`src/rtl/hsd_pkg.sv`:
```
package hsd_pkg;

  typedef enum logic [1:0] {
    LS_SE0 = 2'b00,
    LS_J   = 2'b01,
    LS_K   = 2'b10,
    LS_SE1 = 2'b11
  } line_e;

  typedef enum logic [2:0] {
    ST_DETACHED,
    ST_FS,
    ST_CHIRP,
    ST_WAIT,
    ST_HS,
    ST_REVERT,
    ST_SUSP
  } st_e;

  typedef struct packed {
    logic hs;
    logic pu;
    logic term;
    logic chirp;
    logic susp;
  } pins_t;

  function automatic pins_t pins_of(st_e s);
    pins_t p;
    p = '0;
    case (s)
      ST_FS, ST_WAIT, ST_REVERT: p.pu = 1'b1;
      ST_CHIRP: begin p.pu = 1'b1; p.chirp = 1'b1; end
      ST_HS:    begin p.hs = 1'b1; p.term = 1'b1; end
      ST_SUSP:  begin p.pu = 1'b1; p.susp = 1'b1; end
      default:  p = '0;
    endcase
    return p;
  endfunction

endpackage

```
`src/rtl/hsd_tick_timer.sv`:
```
module hsd_tick_timer #(
  parameter int W = 8
) (
  input  logic         clk,
  input  logic         rst_n,
  input  logic         clr,
  input  logic         inc,
  output logic [W-1:0] cnt
);
  // saturating up-counter; clear wins over increment
  always_ff @(posedge clk or negedge rst_n) begin
    if (!rst_n)                   cnt <= '0;
    else if (clr)                 cnt <= '0;
    else if (inc && cnt != '1)    cnt <= cnt + 1'b1;
  end
endmodule

```
`src/rtl/hsd_pair_counter.sv`:
```
module hsd_pair_counter #(
  parameter int N_PAIRS = 3
) (
  input  logic       clk,
  input  logic       rst_n,
  input  logic       clr,
  input  logic [1:0] line,
  output logic       hit
);
  import hsd_pkg::*;
  localparam int PW = (N_PAIRS < 2) ? 1 : $clog2(N_PAIRS + 1);

  logic [1:0]    prev;
  logic [PW-1:0] pairs;
  logic          kj;

  assign kj  = (prev == LS_K) && (line == LS_J);
  assign hit = kj && !clr && (pairs == PW'(N_PAIRS - 1));

  always_ff @(posedge clk or negedge rst_n) begin
    if (!rst_n) begin
      prev  <= LS_J;
      pairs <= '0;
    end else begin
      prev <= line;
      if (clr)     pairs <= '0;
      else if (kj) pairs <= pairs + 1'b1;
    end
  end
endmodule

```
`src/rtl/hs_detect_ctrl.sv`:
```
module hs_detect_ctrl #(
  parameter int T_SE0_MIN   = 100,
  parameter int T_SE0_MAX   = 875,
  parameter int T_IDLE      = 3000,
  parameter int T_CHIRP     = 1000,
  parameter int T_HOST_WAIT = 6000,
  parameter int N_PAIRS     = 3
) (
  input  logic       clk,
  input  logic       rst_n,
  input  logic       vbus_ok,
  input  logic       tick,
  input  logic [1:0] line_state,
  input  logic       bus_active,
  output logic       hs_mode,
  output logic       pullup_en,
  output logic       term_en,
  output logic       chirp_tx,
  output logic       suspend
);
  import hsd_pkg::*;

  localparam int M1 = (T_SE0_MAX > T_IDLE) ? T_SE0_MAX : T_IDLE;
  localparam int M2 = (M1 > T_CHIRP) ? M1 : T_CHIRP;
  localparam int M3 = (M2 > T_HOST_WAIT) ? M2 : T_HOST_WAIT;
  localparam int M4 = (M3 > T_SE0_MIN) ? M3 : T_SE0_MIN;
  localparam int CW = $clog2(M4 + 1);

  st_e         st, nx;
  logic        se0_blk;
  logic        is_se0;
  logic        main_clr, main_inc, se0_clr, se0_inc;
  logic        se0_hit, pair_hit;
  logic [CW-1:0] main_cnt, se0_cnt;
  pins_t       pins;

  assign is_se0 = (line_state == LS_SE0);

  // state timer: chirp length, host wait, idle, fallback window
  assign main_clr = (nx != st) || ((st == ST_HS) && bus_active);
  assign main_inc = tick && !((st == ST_HS) && bus_active);
  // consecutive-SE0 timer
  assign se0_clr  = (nx != st) || !is_se0;
  assign se0_inc  = tick && is_se0;
  assign se0_hit  = se0_inc && (se0_cnt == CW'(T_SE0_MIN - 1));

  hsd_tick_timer #(.W(CW)) u_main_tmr (
    .clk(clk), .rst_n(rst_n), .clr(main_clr), .inc(main_inc), .cnt(main_cnt)
  );

  hsd_tick_timer #(.W(CW)) u_se0_tmr (
    .clk(clk), .rst_n(rst_n), .clr(se0_clr), .inc(se0_inc), .cnt(se0_cnt)
  );

  hsd_pair_counter #(.N_PAIRS(N_PAIRS)) u_pairs (
    .clk(clk), .rst_n(rst_n), .clr(st != ST_WAIT), .line(line_state), .hit(pair_hit)
  );

  always_comb begin
    nx = st;
    if (!vbus_ok) begin
      nx = ST_DETACHED;
    end else begin
      case (st)
        ST_DETACHED: nx = ST_FS;
        ST_FS:       if (se0_hit && !se0_blk) nx = ST_CHIRP;
        ST_CHIRP:    if (main_inc && main_cnt == CW'(T_CHIRP - 1)) nx = ST_WAIT;
        ST_WAIT: begin
          if (pair_hit) nx = ST_HS;
          else if (tick && main_cnt == CW'(T_HOST_WAIT - 1)) nx = ST_FS;
        end
        ST_HS:       if (main_inc && main_cnt == CW'(T_IDLE - 1)) nx = ST_REVERT;
        ST_REVERT: begin
          if (se0_hit) nx = ST_CHIRP;
          else if (tick && main_cnt == CW'(T_SE0_MAX - 1)) nx = ST_SUSP;
        end
        ST_SUSP: begin
          if (se0_hit) nx = ST_CHIRP;
          else if (line_state == LS_K) nx = ST_HS;
        end
        default:     nx = ST_DETACHED;
      endcase
    end
  end

  always_ff @(posedge clk or negedge rst_n) begin
    if (!rst_n) begin
      st      <= ST_DETACHED;
      se0_blk <= 1'b0;
    end else begin
      st <= nx;
      // an aborted handshake leaves the reset SE0 on the line: ignore it
      if (st == ST_WAIT && nx == ST_FS) se0_blk <= 1'b1;
      else if (!is_se0 || st == ST_DETACHED) se0_blk <= 1'b0;
    end
  end

  assign pins      = pins_of(st);
  assign hs_mode   = pins.hs;
  assign pullup_en = pins.pu;
  assign term_en   = pins.term;
  assign chirp_tx  = pins.chirp;
  assign suspend   = pins.susp;

endmodule

```
`config.mk`:
```
export PLATFORM = sky130hd
export DESIGN_NAME = hs_detect_ctrl
export DESIGN_NICKNAME = d
export VERILOG_FILES = /design/src/rtl/hsd_pkg.sv /design/src/rtl/hsd_tick_timer.sv /design/src/rtl/hsd_pair_counter.sv /design/src/rtl/hs_detect_ctrl.sv
export SDC_FILE = /design/constraint.sdc
export NUM_CORES = 1
export LEC_CHECK = 0
export BUFFER_PORTS_ARGS = -buffer_cell sky130_fd_sc_hd__buf_2
export CORE_MARGIN = 2
export CORE_UTILIZATION = 55
export CTS_BUF_LIST = sky130_fd_sc_hd__clkbuf_8
export CTS_CLUSTER_DIAMETER = 200
export CTS_CLUSTER_SIZE = 14
export DETAILED_ROUTE_END_ITERATION = 7
export PLACE_DENSITY = 0.75
export SKIP_LAST_GASP = 1
export SYNTH_ARGS = -nofsm -noshare
export SYNTH_HDL_FRONTEND = slang
export SYNTH_SLANG_ARGS = --single-unit
```
`constraint.sdc`:
```
create_clock -name clk -period 2.44 [get_ports clk]
set_input_delay 0.366 -clock clk [delete_from_list [all_inputs] [get_ports clk]]
set_output_delay 0.366 -clock clk [all_outputs]
set_load 0.02 [all_outputs]
```
# Word-level counts from Yosys, hierarchy flattened
# Index checks and enable logic that the tools add are counted.
totals:
  reg_bits: 34
  out_inout_bits: 5
  input_bits: 7
classes:
  reduce_logical: 29
  add_sub_neg: 3
  n_eq_ne: 20
  muxes: 23
ops:
  columns: ["op", "n"]
  rows:
  - ["$mux W13", 4]
  - ["$mux W3", 10]
  - ["$add A13 B1 Y13 const B", 2]
  - ["$eq A13 B10 Y1 const B", 2]
  - ["$ne A13 B13 Y1 const B", 2]
  - ["$pmux W3 S7", 1]
  - ["$logic_and A1 B1 Y1", 15]
  - ["$eq A13 B12 Y1 const B", 1]
  - ["$eq A13 B13 Y1 const B", 1]
  - ["$eq A13 B7 Y1 const B", 1]
  - ["$eq A3 B3 Y1 const B", 3]
  - ["$reduce_bool A2 Y1", 4]
  - ["$eq A2 B2 Y1 const B", 3]
  - ["$eq A3 B1 Y1 const B", 2]
  - ["$eq A3 B2 Y1 const B", 2]
  - ["$mux W1", 6]
  - ["$reduce_or A5 Y1", 1]
  - ["$logic_not A1 Y1", 4]
  - ["$mux W2", 2]
  - ["$logic_not A3 Y1", 1]
  - ["$logic_or A1 B1 Y1", 3]
  - ["$ne A3 B2 Y1 const B", 1]
  - ["$ne A3 B3 Y1", 1]
  - ["$add A2 B1 Y2 const B", 1]
  - ["other kinds (2)", 2]

# Logic depth before layout (Yosys ltp)
# Gate-level depths: netlist (run 1).
depth:
  ltp_word: 11
  mapped_depth: 9

# Cells and area by module
# A second synthesis (run 1) with hierarchy kept.
unflattened:
  cells_unflattened: 242
  hier_area_um2: 2262.2
modules_own_cells:
  columns: ["module", "area_per_inst_um2", "instances", "cells_per_inst", "seq_area_each_um2"]
  rows:
  - ["hsd_tick_timer", 739.5, 2, 72, 325.3]
  - ["hs_detect_ctrl", 590.6, 1, 84, 100.1]
  - ["hsd_pair_counter", 192.7, 1, 14, 101.3]

# Worst setup path after synthesis (run 1)
# Ideal clock, no wire load.
synth_path:
  path_kind: "flip-flop to flip-flop"
  from: "register u_main_tmr.cnt[0]"
  to: "register u_main_tmr.cnt[10]"
  n_path_buf: 1
  stages_incl_launch_ff: 10
  arrival_time_ns: 2.111
  path_slack_ns: 0.208
  synth_period_minus_slack_ns: 2.232
  cell_sequence: "dfrtp_1 -> inv_1 -> ha_1 -> nor4b_1 -> nand4b_1 -> and3_2 -> a311oi_2 -> mux2i_1 -> buf_6 -> nor2_2"
synth_between:
  elab_chain_len: 9
synth_rtl:
  columns: ["element", "line", "text"]
  rows:
  - ["start: declaration", "hsd_tick_timer.sv:8", "output logic [W-1:0] cnt"]
  - ["start signal: assignment", "hsd_tick_timer.sv:14", "else if (inc && cnt != '1) cnt <= cnt + 1'b1;"]
  - ["$eq A13 B10 Y1 or $eq A13 B13 Y1 (tied branches)", "hs_detect_ctrl.sv:75, hs_detect_ctrl.sv:70", null]
  - ["$logic_and A1 B1 Y1 (on tied branches)", "hs_detect_ctrl.sv:75, hs_detect_ctrl.sv:70", null]
  - ["$mux W3 (on tied branches)", "hs_detect_ctrl.sv:75, hs_detect_ctrl.sv:70", null]
  - ["$mux W3 (on tied branches)", "hs_detect_ctrl.sv:74, hs_detect_ctrl.sv:69", null]
  - ["$pmux W3 S7", "hs_detect_ctrl.sv:64", "case (st)"]
  - ["$mux W3", "hs_detect_ctrl.sv:61", "if (!vbus_ok) begin"]
  - ["$ne A3 B3 Y1", "hs_detect_ctrl.sv:40", "assign main_clr = (nx != st) || ((st == ST_HS) && bus_active);"]
  - ["$logic_or A1 B1 Y1", "hs_detect_ctrl.sv:40", null]
  - ["$mux W13 or $reduce_bool A2 Y1 (tied branches)", null, null]
# Parallel ways exist; a longest one is shown, timed or not. The select of a mux whose other input is x is not followed.
# A chain may end at the register's enable or synchronous reset.

# Worst setup path after layout (run 1)
layout_path:
  from: "register u_se0_tmr.cnt[0]"
  to: "register u_se0_tmr.cnt[9]"
layout_between:
  elab_chain_len: 9
layout_rtl:
  columns: ["element", "line", "text"]
  rows:
  - ["start: declaration", "hsd_tick_timer.sv:8", null]
  - ["start signal: assignment", "hsd_tick_timer.sv:14", null]
  - ["$eq A13 B7 Y1", "hs_detect_ctrl.sv:45", "assign se0_hit = se0_inc && (se0_cnt == CW'(T_SE0_MIN - 1));"]
  - ["$logic_and A1 B1 Y1", "hs_detect_ctrl.sv:45", null]
  - ["$logic_and A1 B1 Y1", "hs_detect_ctrl.sv:66", "ST_FS: if (se0_hit && !se0_blk) nx = ST_CHIRP;"]
  - ["$mux W3", "hs_detect_ctrl.sv:66", null]
  - ["$pmux W3 S7", "hs_detect_ctrl.sv:64", null]
  - ["$mux W3", "hs_detect_ctrl.sv:61", null]
  - ["$ne A3 B3 Y1", "hs_detect_ctrl.sv:43", "assign se0_clr = (nx != st) || !is_se0;"]
  - ["$logic_or A1 B1 Y1", "hs_detect_ctrl.sv:43", null]
  - ["$mux W13 or $reduce_bool A2 Y1 (tied branches)", null, null]
# Parallel ways exist; a longest one is shown, timed or not. The select of a mux whose other input is x is not followed.

==> out/results.ini, run 1 <==
[sta]
max_slew_margin_pct = 50.8
final-hold-violation-count = 0
fin_skew_ns = 0.00637
fmax_mhz = 425
finalCriticalPeriod_ns = 2.35
rsz0062_at_grt = no
worst_slew_pin_slew_ns = 0.738
setup_viol = 0
period_share_pct = 96.5
hold_ws_ns = 0.148
report.final.slew_viol_count = 0

[pwr]
clockPowerShare_pct = 35.6
p_leak_nw = 0.962
power.total_w = 0.00113
sw_frac_of_total_pct = 25.1
pwr-share-seq_pct = 51.9
p_sw_w = 0.000283
power.share.combinational_pct = 12.5
ir_drop_mv = 0.382
p_per_area_nw_per_um2 = 465
p_int_w = 0.000846

[clocking]
clockBufferDepth = 2
clock_latency_ns = 0.28
cts_tree = done
clk_pin_slew_ns = 0.07
cts_made_buffers = 5
cts_root_buffer = clkbuf_8
h-tree-depth = 2
cts.sinks = 34

[floorplan]
die_area_sq_um = 4460
ios = 12
core_sq_um = 3720
dieHeight_microns = 66.8
initial_core_util_pct = 58.4
die_w_microns = 66.8
rows = 22

[yosys]
synth_area_leader_cell = dfrtp_1
synth_seq_cells = 34
yosys-top-cells-count = 33 x dfrtp_1, 20 x nor2_1, 20 x nor2_2
synth_seq_area_share_pct = 39.3
netlist_top_cells_area = dfrtp_1 38%, nor2_2 5.8%, xnor2_1 4.8%
syn_avg_cell_area_sq_um = 9.39
synth_top_area_share_pct = 38.1
ys.flop_type = dfrtp_1
netlist_area_sq_um = 2170
synth_cell_types = 49
synthArstFlopShare_pct = 100
yosysWarnings = 0
synth_fp_nets = 242
synth_edf_count = 0
synth_most_common_cell = dfrtp_1
syn_inst = 231

[cells_and_area]
nNetsFinal = 266
area_growth_pct = 11.9
drive_gt1_share_pct = 26.8
n_antenna_cell = 0

[placed_design]
hpwl_microns = 3230
io_buffers = 11
gp_congestion = 0.851

[setup_path]
startpoint = u_se0_tmr.cnt[0]$_DFFE_PN0P_
ff2ff_path_depth = 8
r2r_setup_slack_ns = 0.09
start_kind = flop
crit_arrival_ns = 2.52
crit_type = flop to flop
cp_max_fo = 8
reg2reg_from = u_se0_tmr.cnt[0]$_DFFE_PN0P_
endpoint_kind = flop
r2r-end = u_se0_tmr.cnt[9]$_DFFE_PN0P_
required_ns = 2.61

[status]
status = finished clean

[drt]
drt_pass1_iterations = 4
drt_iter0_markers = 169
wirelength_microns = 4370
vias = 1726
routed_via_density = 5.72
wl_per_cell_microns = 14.5
drc = 0
ant_nets = 0

[global_route]
grt_pass1_wl_microns = 7270
grt_max_degree = 35
groute.usage.overall_pct = 21.7
grt_overflow = 0
antenna_found_initial = 0
grt_pass1_vias = 1582

[job]
maxCapViolations = 0

[min_path]
hold_path.class = input pin to asynchronous set/reset pin

==> final cells by class <==
type | count | area, sq um
sequential | 34 | 852
fill | 303 | 1290
multi-input combinational | 177 | 1220
inverter | 11 | 41.3
clock buffer | 6 | 82.6
tap | 48 | 60.1
timing repair buffer | 26 | 171
==> placed cells by master (no fill, tap or decap), types with 2 or more instances in the layout <==
cell type,instances
clkbuf_8,6
a31oi_1,3
nor2_1,20
and4_1,3
nor2_2,20
inv_1,11
xor2_1,10
and3_2,2
dfrtp_1,33
xnor2_1,12
ha_1,4
mux2i_1,3
nand4_1,9
nand3_1,11
buf_4,14
nand2_1,18
a21oi_1,7
a32oi_1,3
nor3b_1,2
o21ai_0,4
and4bb_2,2
nor3_1,12
nor4_1,6
buf_2,11
o211ai_1,2
nand3b_1,2
==> layer usage <==
metal | wire [microns] | GRT usage, %
met2 | 2080 | 35.9
met3 | 156 | 5.07
met4 | 53 | 5.36
met1 | 2090 | 28.8
met5 | 0 | 0
==> state kept, by name, summed over array words and instances (netlist names) <==
register and cells:
se0_blk 1, u_se0_tmr.cnt 13, u_pairs.pairs 2, u_main_tmr.cnt 13, u_pairs.prev 2, st 3
==> cells by family (layout without fill, tap and decap cells) <==
group / after synthesis / after routing / share of synthesized area [%]
simple gates: 120 / 120 / 32.9
flops: 34 / 34 / 39.3
compound gates: 26 / 26 / 8.54
xor+xnor: 22 / 22 / 8.89
buf+inv: 20 / 43 / 5.77
fa+ha+maj: 5 / 5 / 2.77
mux: 4 / 4 / 1.85
==> timing repair <==
action | 4_1_cts | 5_1_grt
gates resized for setup | 3 | 2
gates cloned | 0 | 0
endpoints found under the setup margin | 9 | 26
hold buffers | 0 | 0
setup buffers | 0 | 1
pin swaps | 0 | 1
==> power by group through the flow <==
| stage | sequential (W) | clock (W) | combinational (W) |
|---|---|---|---|
| 2_1_floorplan | 0.000594 | 0 | 0.0000942 |
| 3_3_place_gp | 0.000594 | 0 | 0.000133 |
| 3_5_place_dp | 0.000595 | 0 | 0.000134 |
| 4_1_cts | 0.000585 | 0.000412 | 0.000139 |
| 5_1_grt | 0.000586 | 0.000440 | 0.000159 |
| 6_report | 0.000585 | 0.000402 | 0.000141 |
==> worst max path at each step <==
stage                                                end  slack, ns  cells past startpoint
final                       u_se0_tmr.cnt[9]$_DFFE_PN0P_       0.09                      8
after global routing        u_se0_tmr.cnt[1]$_DFFE_PN0P_       0.01                      8
after CTS                  u_main_tmr.cnt[6]$_DFFE_PN0P_       0.01                      9
after detailed placement    u_se0_tmr.cnt[6]$_DFFE_PN0P_      -0.01                      9
after global placement      u_se0_tmr.cnt[6]$_DFFE_PN0P_       0.08                      9
after floorplan           u_main_tmr.cnt[10]$_DFFE_PN0P_       0.21                      9
==> through the flow <==
step | setup slack (ns) | std cells | cell area, sq um | TNS [ns] | util [%]
2_1_floorplan | 0.208 | 231 | 2170 | 0 | -
3_3_place_gp | 0.0787 | 295 | 2300 | 0 | 62.0
3_5_place_dp | -0.0128 | 295 | 2300 | -0.0829 | 62.0
4_1_cts | 0.0149 | 301 | 2410 | 0 | 64.7
5_1_grt | 0.0102 | 302 | 2430 | 0 | 65.3
6_report | 0.0866 | 302 | 2430 | 0 | 65.3
==> worst max-delay path, stage by stage (launching register included) <==
cell,delay [ns]
dfrtp_1,0.41
ha_1,0.21
and4bb_2,0.24
nand4_2,0.19
o211a_1,0.30
a311oi_4,0.31
mux2i_2,0.35
buf_6,0.20
nor2_2,0.05
No activity file was read; power rests on OpenSTA's default activity.
==> inputs of run 2 (changes only) <==
- CORE_UTILIZATION: 55 -> 45
- PLACE_DENSITY: 0.75 -> 0.64
==> run 2 against run 1 <==
  * Clock power down 2%
  * Worst setup slack better by 0.041 ns
  * Sequential share of layout area down 1.2 points
  * Critical path type unchanged
  * Largest power group unchanged
==> out/results.ini, run 2 (same netlist as run 1, synthesis figures left out) <==
[setup_path]
r2r-end = u_se0_tmr.cnt[12]$_DFFE_PN0P_
cp_max_fo = 12  ; +4
critPathCapture = u_se0_tmr.cnt[12]$_DFFE_PN0P_
required_ns = 2.62  ; about the same
crit_type = flop to flop
cpPeakStageDelay_ns = 0.39  ; -0.02 ns
endpoint_kind = flop
crit_arrival_ns = 2.49  ; -0.03 ns
crit_slowest_cell = dfrtp_1
ff2ff_path_depth = 8  ; unchanged
startpoint = u_se0_tmr.cnt[1]$_DFFE_PN0P_
start_kind = flop
reg2reg_from = u_se0_tmr.cnt[1]$_DFFE_PN0P_
worstPathCellList = ha_1, and4bb_2, nand4_2, o211a_1, a311oi_4, mux2i_1, buf_6, o21ba_2
r2r_setup_slack_ns = 0.13  ; +0.04 ns

[global_route]
grt_overflow = 0  ; unchanged
antenna_found_initial = 0  ; unchanged
groute.usage.overall_pct = 19.0  ; -2.7 points
grt_pass1_wl_microns = 7870  ; +8.3%
grt_pass1_vias = 1695  ; +7.1%
grt_max_degree = 35  ; unchanged

[clocking]
cts.sinks = 34  ; unchanged
clock_latency_ns = 0.29  ; about the same
clk_pin_slew_ns = 0.08  ; about the same
cts_made_buffers = 5  ; unchanged
cts_root_buffer = clkbuf_8
h-tree-depth = 2  ; unchanged
cts_tree = done
clockBufferDepth = 2  ; unchanged

[cells_and_area]
reg.largest.list = u_main_tmr.cnt x13, u_se0_tmr.cnt x13, st x3
utilization_pct = 53.5  ; -12 points
fillers = 435  ; +44%
drive_gt1_share_pct = 28.7  ; +2.0 points
nNetsFinal = 278  ; +4.5%
area_growth_pct = 15.8
mostFrequentLayoutCell = dfrtp_1
final_cell_mix = 33 x dfrtp_1, 26 x buf_4, 20 x nor2_1, 20 x nor2_2, 18 x nand2_1
n_antenna_cell = 0  ; unchanged
final_area_sq_um = 2510  ; +3.5%

[job]
maxCapViolations = 0  ; unchanged

[floorplan]
initial_core_util_pct = 46.2  ; -12 points
dieHeight_microns = 73.4  ; +9.9%
die_w_microns = 73.4  ; +9.9%
core_sq_um = 4690  ; +26%
rows = 25  ; +14%
ios = 12  ; unchanged
die_area_sq_um = 5390  ; +21%

[placed_design]
gp_congestion = 0.829  ; -2.5%
io_buffers = 11  ; unchanged
placed_cell_area_sq_um = 2340  ; +1.6%
hpwl_microns = 3260  ; +0.95%

[min_path]
hold_path.class = input pin to asynchronous set/reset pin

[sta]
final-hold-violation-count = 0  ; unchanged
fin_skew_ns = 0.0109  ; +0.00452 ns
fmax_mhz = 432  ; +1.8%
report.final.slew_viol_count = 0  ; unchanged
finalCriticalPeriod_ns = 2.31  ; -0.0410 ns
max_slew_margin_pct = 49.6  ; -1.2 points
tns_ns = 0  ; unchanged
period_share_pct = 94.8  ; -1.7 points
setup_viol = 0  ; unchanged
hold_ws_ns = 0.141  ; -0.00688 ns
worst_slew_pin_slew_ns = 0.757  ; +0.0187 ns

[pwr]
ir_drop_mv = 0.271  ; -29%
sw_frac_of_total_pct = 27.0  ; +1.9 points
power.share.combinational_pct = 13.7  ; +1.2 points
p_int_w = 0.000828  ; -2.1%
pwr-share-seq_pct = 51.5  ; -0.4 points
p_sw_w = 0.000306  ; +8.3%
clockPowerShare_pct = 34.9  ; -0.7 points
power.total_w = 0.00113  ; +0.49%
p_leak_nw = 1.03  ; +6.6%
p_per_area_nw_per_um2 = 452  ; -2.9%

[drt]
vias = 1783  ; +3.3%
routed_via_density = 5.54  ; -3.1%
drt_iter0_markers = 166  ; -1.8%
wl_per_cell_microns = 14.4  ; -0.72%
drc = 0  ; unchanged
drt_pass1_iterations = 5  ; +1
wirelength_microns = 4630  ; +5.9%
ant_nets = 0  ; unchanged

[status]
status = finished clean

run 2: area by class of cell:
cell class / instances / area [sq um] / area share (%)
clock buffer: 5 / 68.8 / 2.74
clock inverter: 3 / 11.3 / 0.448
inverter: 11 / 41.3 / 1.64
multi-input combinational: 177 / 1210 / 48.1
sequential: 34 / 852 / 33.9
tap: 54 / 67.6 / 2.69
timing repair buffer: 38 / 262 / 10.4
run 2: power groups by stage:
stage / clock network [W] / registers, W / logic [W]
2_1_floorplan: 0 / 0.000594 / 0.0000942
4_1_cts: 0.000406 / 0.000583 / 0.000139
3_3_place_gp: 0 / 0.000594 / 0.000135
5_1_grt: 0.000433 / 0.000585 / 0.000171
6_report: 0.000395 / 0.000584 / 0.000155
3_5_place_dp: 0 / 0.000594 / 0.000136
run 2: worst max-delay path: cells and delay by family, from the launching register on:
| family | cells | cell delay (ns) |
|---|---|---|
| buffers and inverters | 1 | 0.18 |
| flip-flops | 1 | 0.39 |
| AND/OR/NAND/NOR | 2 | 0.40 |
| adder cells (fa/ha/maj) | 1 | 0.21 |
| AO/OA/AOI/OAI | 3 | 0.74 |
| multiplexers | 1 | 0.27 |
run 2: metal layers:
metal	routed length (microns)	GRT usage, %	vias to the layer above
li1	-	-	893
met1	2180	24.9	845
met2	2180	30.1	34
met3	181	4.94	11
met4	88	7.27	0
met5	0	0	-
run 2: how the worst min path moves through the flow:
stage / slack (ns) / cells after the start / from / end
2_1_floorplan: 0.07 / 0 / rst_n / se0_blk$_DFFE_PN0P_
3_3_place_gp: 0.48 / 1 / rst_n / u_pairs.pairs[1]$_DFFE_PN0P_
3_5_place_dp: 0.49 / 1 / rst_n / u_pairs.pairs[1]$_DFFE_PN0P_
4_1_cts: 0.17 / 1 / rst_n / u_se0_tmr.cnt[7]$_DFFE_PN0P_
5_1_grt: 0.21 / 1 / rst_n / u_se0_tmr.cnt[7]$_DFFE_PN0P_
6_report: 0.14 / 1 / rst_n / u_se0_tmr.cnt[7]$_DFFE_PN0P_
run 2: what timing repair did:
action / CTS / global route
endpoints found under the setup margin: 1 / 25
setup buffers: 0 / 9
pin swaps: 0 / 2
cloned: 0 / 0
hold buffers: 0 / 0
resized for setup: 1 / 2
run 2: through the flow:
| stage | setup slack, ns | std cells |
|---|---|---|
| finish | 0.128 | 322 |
| global route | -0.0559 | 322 |
| CTS | 0.0134 | 313 |
| detailed placement | 0.0276 | 305 |
| global placement | 0.102 | 305 |
| floorplan | 0.208 | 231 |
